<file path="src/rtl/lift_pkg.sv">
package lift_pkg;
    localparam int DATA_W  = 32;
    localparam int PROD_W  = 2 * DATA_W;
    localparam int SHIFT_W = $clog2(PROD_W);

    // sideband carried alongside the arithmetic through the stages
    typedef struct packed {
        logic               vld;
        logic [SHIFT_W-1:0] sh;
        logic [DATA_W-1:0]  post;
    } side_t;
endpackage

</file>
<file path="src/rtl/lift_preadd.sv">
module lift_preadd
    import lift_pkg::*;
(
    input  logic               clk,
    input  logic               rst,
    input  logic               adv,
    input  logic               in_valid,
    input  logic [DATA_W-1:0]  in_a,
    input  logic [DATA_W-1:0]  in_b,
    input  logic [DATA_W-1:0]  in_c,
    input  logic [DATA_W-1:0]  in_f,
    input  logic [SHIFT_W-1:0] in_shift,
    input  logic               in_round,
    input  logic               in_bypass,
    output side_t              s1_side,
    output logic               s1_rnd,
    output logic [DATA_W-1:0]  s1_sum,
    output logic [DATA_W-1:0]  s1_mul
);
    logic [DATA_W-1:0] b_eff;
    logic [DATA_W-1:0] f_eff;

    always_comb begin
        b_eff = in_bypass ? '0 : in_b;
        f_eff = in_bypass ? '0 : in_f;
    end

    always_ff @(posedge clk) begin
        if (rst) begin
            s1_side <= '0;
            s1_rnd  <= 1'b0;
            s1_sum  <= '0;
            s1_mul  <= '0;
        end else if (adv) begin
            s1_side.vld  <= in_valid;
            s1_side.sh   <= in_shift;
            s1_side.post <= f_eff;
            s1_rnd       <= in_round && (in_shift != '0);
            s1_sum       <= in_a + b_eff;   // wraps to DATA_W bits
            s1_mul       <= in_c;
        end
    end

    // bypass removes b and f at the first stage
    p_bypass_zero_r5: assert property (@(posedge clk) disable iff (rst)
        adv && in_valid && in_bypass |=> s1_side.post == '0 && s1_sum == $past(in_a));

    // a frozen pipeline keeps its first stage
    p_stage1_hold_r9: assert property (@(posedge clk) disable iff (rst)
        !adv |=> $stable(s1_side) && $stable(s1_sum) && $stable(s1_mul));
endmodule

</file>
<file path="src/rtl/lift_mul_round.sv">
module lift_mul_round
    import lift_pkg::*;
(
    input  logic              clk,
    input  logic              rst,
    input  logic              adv,
    input  side_t             s1_side,
    input  logic              s1_rnd,
    input  logic [DATA_W-1:0] s1_sum,
    input  logic [DATA_W-1:0] s1_mul,
    output side_t             s3_side,
    output logic [PROD_W:0]   s3_rsum
);
    side_t                     s2_side;
    logic                      s2_rnd;
    logic signed [PROD_W-1:0]  s2_prod;
    logic [PROD_W:0]           half;
    logic [PROD_W:0]           prod_ext;

    always_comb begin
        prod_ext = {s2_prod[PROD_W-1], s2_prod};
        half     = '0;
        if (s2_rnd)
            half = {{PROD_W{1'b0}}, 1'b1} << (s2_side.sh - 1'b1);
    end

    always_ff @(posedge clk) begin
        if (rst) begin
            s2_side <= '0;
            s2_rnd  <= 1'b0;
            s2_prod <= '0;
            s3_side <= '0;
            s3_rsum <= '0;
        end else if (adv) begin
            s2_side <= s1_side;
            s2_rnd  <= s1_rnd;
            s2_prod <= $signed({{DATA_W{s1_sum[DATA_W-1]}}, s1_sum})
                     * $signed({{DATA_W{s1_mul[DATA_W-1]}}, s1_mul});
            s3_side <= s2_side;
            s3_rsum <= prod_ext + half;   // one guard bit, never overflows
        end
    end

    // a valid operation moves one stage per advancing edge
    p_advance_r1: assert property (@(posedge clk) disable iff (rst)
        adv && s1_side.vld |=> s2_side.vld);

    // without rounding the round sum is the bare sign-extended product
    p_no_round_r4: assert property (@(posedge clk) disable iff (rst)
        adv && s2_side.vld && !s2_rnd |=> s3_rsum == $past(prod_ext));

    // frozen middle stages
    p_mid_hold_r9: assert property (@(posedge clk) disable iff (rst)
        !adv |=> $stable(s3_rsum) && $stable(s3_side));
endmodule

</file>
<file path="src/rtl/lift_shift_post.sv">
module lift_shift_post
    import lift_pkg::*;
(
    input  logic              clk,
    input  logic              rst,
    input  logic              adv,
    input  side_t             s3_side,
    input  logic [PROD_W:0]   s3_rsum,
    output logic              out_valid,
    output logic [DATA_W-1:0] out_data
);
    logic signed [PROD_W:0] shifted;
    logic [DATA_W-1:0]      s4_val;
    logic [DATA_W-1:0]      s4_post;
    logic                   s4_vld;

    always_comb begin
        shifted = $signed(s3_rsum) >>> s3_side.sh;
    end

    always_ff @(posedge clk) begin
        if (rst) begin
            s4_val    <= '0;
            s4_post   <= '0;
            s4_vld    <= 1'b0;
            out_valid <= 1'b0;
            out_data  <= '0;
        end else if (adv) begin
            s4_val    <= shifted[DATA_W-1:0];
            s4_post   <= s3_side.post;
            s4_vld    <= s3_side.vld;
            out_valid <= s4_vld;
            out_data  <= s4_val + s4_post;   // wraps modulo 2^DATA_W
        end
    end

    // full-width arithmetic shift of a negative sum leaves all ones
    p_sign_fill_r11: assert property (@(posedge clk) disable iff (rst)
        adv && s3_side.vld && s3_rsum[PROD_W] && s3_side.sh == SHIFT_W'(PROD_W - 1)
        |=> s4_val == '1);

    // output holds while downstream is not ready
    p_out_hold_r9: assert property (@(posedge clk) disable iff (rst)
        out_valid && !adv |=> out_valid && $stable(out_data));

    // last internal stage feeds the output on the next advance
    p_out_advance_r1: assert property (@(posedge clk) disable iff (rst)
        adv && s4_vld |=> out_valid);
endmodule

</file>
<file path="src/rtl/lift_step_unit.sv">
module lift_step_unit
    import lift_pkg::*;
(
    input  logic               clk,
    input  logic               rst,
    input  logic               in_valid,
    output logic               in_ready,
    input  logic [DATA_W-1:0]  in_a,
    input  logic [DATA_W-1:0]  in_b,
    input  logic [DATA_W-1:0]  in_c,
    input  logic [DATA_W-1:0]  in_f,
    input  logic [SHIFT_W-1:0] in_shift,
    input  logic               in_round,
    input  logic               in_bypass,
    output logic               out_valid,
    input  logic               out_ready,
    output logic [DATA_W-1:0]  out_data
);
    logic              adv;
    side_t             s1_side;
    logic              s1_rnd;
    logic [DATA_W-1:0] s1_sum;
    logic [DATA_W-1:0] s1_mul;
    side_t             s3_side;
    logic [PROD_W:0]   s3_rsum;

    assign adv      = out_ready;
    assign in_ready = adv;

    lift_preadd u_preadd (
        .clk(clk), .rst(rst), .adv(adv), .in_valid(in_valid),
        .in_a(in_a), .in_b(in_b), .in_c(in_c), .in_f(in_f),
        .in_shift(in_shift), .in_round(in_round), .in_bypass(in_bypass),
        .s1_side(s1_side), .s1_rnd(s1_rnd), .s1_sum(s1_sum), .s1_mul(s1_mul)
    );

    lift_mul_round u_mul (
        .clk(clk), .rst(rst), .adv(adv),
        .s1_side(s1_side), .s1_rnd(s1_rnd), .s1_sum(s1_sum), .s1_mul(s1_mul),
        .s3_side(s3_side), .s3_rsum(s3_rsum)
    );

    lift_shift_post u_post (
        .clk(clk), .rst(rst), .adv(adv),
        .s3_side(s3_side), .s3_rsum(s3_rsum),
        .out_valid(out_valid), .out_data(out_data)
    );

    // reset clears the result flag
    p_reset_clear_r10: assert property (@(posedge clk)
        rst |=> !out_valid);
endmodule

</file>
<file path="config.mk">
export PLATFORM = sky130hd
export DESIGN_NAME = lift_step_unit
export DESIGN_NICKNAME = d
export VERILOG_FILES = /design/src/rtl/lift_pkg.sv /design/src/rtl/lift_preadd.sv /design/src/rtl/lift_mul_round.sv /design/src/rtl/lift_shift_post.sv /design/src/rtl/lift_step_unit.sv
export SDC_FILE = /design/constraint.sdc
export NUM_CORES = 2
export LEC_CHECK = 0
export ABC_AREA = 1
export BUFFER_PORTS_ARGS = -buffer_cell sky130_fd_sc_hd__buf_2
export CAP_MARGIN = 20
export CORE_MARGIN = 4
export CORE_UTILIZATION = 45
export DETAILED_ROUTE_END_ITERATION = 10
export PLACE_DENSITY_LB_ADDON = 0.08
export SETUP_SLACK_MARGIN = 0.15
export SKIP_LAST_GASP = 1
export SYNTH_ARGS = -nofsm -noshare
export SYNTH_HDL_FRONTEND = slang
export SYNTH_HIERARCHICAL = 1
export SYNTH_SLANG_ARGS = --single-unit
</file>
<file path="constraint.sdc">
create_clock -name clk -period 19.44 [get_ports clk]
set_input_delay 4.86 -clock clk [delete_from_list [all_inputs] [get_ports clk]]
set_output_delay 4.86 -clock clk [all_outputs]
set_load 0.05 [all_outputs]
</file>
==> metrics <==
CTS tree=done; area delta synth->final=6.19%; fill cell count=16000; CTS max path bufs=3; cells after synthesis=10300; Pins Over Slew Limit=0; Slew HR=a little over a quarter; Max Cap Viol=0; Min Clock Period, post-route=roughly 10 ns; Yosys reg bits=a little over 400; DPL Wire Length=~190 mm; CTS Hold Bufs=0; Die H=about 400 µm; worst-margin pin slew=roughly 1.1 ns; Fin Hold WS=around 0.46 ns; Worst path slowest cell=buf_8; Final nets=~12000; largest net degree at the start of global routing=90; net count after synthesis=11800; asr flop ratio synth=0%; Setup crit start kind=input pin; most frequent cells after synthesis=nand2_1 (2982), inv_1 (2462), fa_1 (1085); post-synth cell types=between 40 and 50; CP cell instances=buf_8 -> buf_2; IO Port Bufs=173; Rows=between 100 and 150; Hold Violations, Final=0; remaining antenna violation count=0; clock power share=about a tenth; Comb power frac=between 70% and 80%; postcts setup bufs=0; Final setup viols=0; crit path max fanout=a little over 80; Worst EP arrival=5.60 ns; vias in the first global route=61700; PostCTS Resize Cnt=0; RSZ-0062 raised after global routing=false; CP Capture Type=primary output; sequential fraction of the synthesis area=approximately an eighth; Static Leak=roughly 43 nW; DRT Pass-1 Iters=6; post-synth top area cell=fa_1; boundary pin count=approximately 170; Setup Crit Path Kind=input pin to primary output; initial antenna violation count=9; first-pass GRT wire length=~370 mm; fin crit share=between 50% and 60%; top cell type's share of synthesized area=31.7%; Power Density=about 140 mW/mm²; GRT Util Overall=a little under a third; routed wire length=about 240 mm; Seq pwr share=a little over a tenth; via count=about 62000; number of synthesized flops with an enable pin=0; Worst VDD drop=between 0.00015 and 0.0002 V; DR DRC count=0; outcome=finished clean; RD Place Congestion=approximately 0.98; Worst Skew=~0.084 ns; Iteration-0 DRC Markers=roughly 5400; cell with the most instances after synthesis=nand2_1; synthesized cell area=between 0.06 and 0.07 mm²; via density per instance=5.06; HP Class=register to register; Pint=approximately 4.2 mW; CP Data Required Time=about 15 ns; number of synthesis warnings=6; DR WL/cell=about 19 µm; total negative slack=0 ns; total gr overflow=0; area of the core=about 0.15 mm²; CTS root buf=clkbuf_16; Clock transition at path regs=0.06 ns; Post-synth top flop=dfxtp_1; Num Clock Sinks=between 400 and 500; DIE AREA=0.159 mm²; share of post-route cells with drive strength above 1=4.44%; Mapped Avg Cell Area=6.66 µm²; htree depth=2; Net Sw Power=about 6.0 mW; Inserted Clock Buffers=54; die width=398 µm; Fmax achieved=around 0.096 GHz; Worst-Skew Late Latency=0.69 ns; delay-heaviest family, CP=buffers and inverters; sw frac=59.0%; Synth area leaders=fa_1 (32%), nand2_1 (16%), inv_1 (13%), dfxtp_1 (12%), ha_1 (5.7%); CP bufs+invs=2; Largest stage delay, worst path=0.38 ns; Starting Density=45.5%
per-stage QoR:
| step | cells | util (%) | setup slack [ns] | power, mW | area (µm²) |
|---|---|---|---|---|---|
| global placement | 12200 | 47.0 | 8.95 | 9.08 | 70900 |
| global route | 12300 | 48.3 | 8.91 | 11.3 | 72800 |
| CTS | 12300 | 48.3 | 8.95 | 10.2 | 72800 |
| finish | 12300 | 48.3 | 8.98 | 10.2 | 72800 |
| floorplan | 10300 | - | 9.55 | 6.34 | 68600 |
| detailed placement | 12200 | 47.1 | 8.95 | 9.10 | 70900 |
registers in the layout (all words and copies together) (netlist names):
register	cells
u_mul/s3_side	39
u_preadd/s1_rnd	1
u_preadd/s1_mul	32
u_mul/s3_rsum	65
u_mul/s2_rnd	1
u_preadd/s1_side	39
u_mul/s2_prod	64
u_post/s4_post	32
u_post/s4_val	32
u_post/s4_vld	1
u_preadd/s1_sum	32
u_mul/s2_side	39
u_post/out_valid	1
u_post/out_data	32
cell families after synthesis:
| kind of cell | Yosys count | synth area share [%] |
|---|---|---|
| compound gates | 604 | 4.53 |
| xor+xnor | 92 | 1.18 |
| fa+ha+maj | 1395 | 37.3 |
| buf+inv | 2894 | 16.1 |
| flops | 410 | 12.0 |
| simple gates | 4900 | 28.9 |
power groups by stage:
stage / Clock [mW] / Sequential [mW] / Combinational [mW]
after floorplan: 0 / 1.03 / 5.30
after global placement: 0 / 1.08 / 8.01
after detailed placement: 0 / 1.08 / 8.02
after CTS: 1.09 / 1.06 / 8.06
after global routing: 1.12 / 1.07 / 9.09
final: 1.06 / 1.06 / 8.05
cell type report:
cell class                 count  area (µm²)  area share (%)
inverter                    2482        9320            12.8
timing repair buffer         255        1530            2.10
sequential                   410        8230            11.3
tap                         2016        2520            3.46
clock buffer                  70        1500            2.06
multi-input combinational   6991       49300            67.7
antenna                        6        15.0          0.0206
clock inverter                31         373           0.512
worst min-delay path: stages (launching register included):
cell,delay [ns]
dfxtp_1,0.30
nand2_1,0.05
a21oi_1,0.05
placed cells by master, fill, tap and decap left out, types with 4 or more instances in the layout:
master / instances
nand2_1: 2982
inv_1: 2461
fa_1: 1085
nor2_1: 1012
nand3_1: 745
dfxtp_1: 396
ha_1: 310
o21ai_0: 283
a21oi_1: 280
buf_2: 171
xor2_1: 84
buf_4: 80
clkbuf_16: 54
nand4_1: 42
nor3_1: 32
nand2_2: 23
nor2_2: 17
inv_2: 17
o21bai_1: 15
nor2_4: 14
dfxtp_2: 14
o21ai_1: 11
clkbuf_8: 10
inv_6: 8
clkinv_2: 8
xnor2_1: 8
clkbuf_1: 7
nand3_2: 7
diode_2: 6
or2_2: 6
nand3b_1: 6
a21o_1: 6
clkinvlp_4: 5
and2_1: 5
bufinv_16: 4
o21a_1: 4
per-layer routing:
metal | share of wire [%] | GRT usage (%)
met5 | 0.0097 | 0
met4 | 2.4 | 6.83
met3 | 6.3 | 3.50
met2 | 45 | 47.9
met1 | 46 | 43.8
worst paths after layout:
kind	start	endpoint	slack, ns	cells after the start
max	out_ready	in_ready	8.98	2
min	u_mul/s3_side[27]	u_post/s4_post[27]	0.46	2
max reg2reg	u_preadd/s1_mul[6]	u_mul/s2_prod[60]	10.90	26
min reg2reg	u_mul/s3_side[27]	u_post/s4_post[27]	0.46	2
Note: power is estimated with default switching activity, not from simulation.
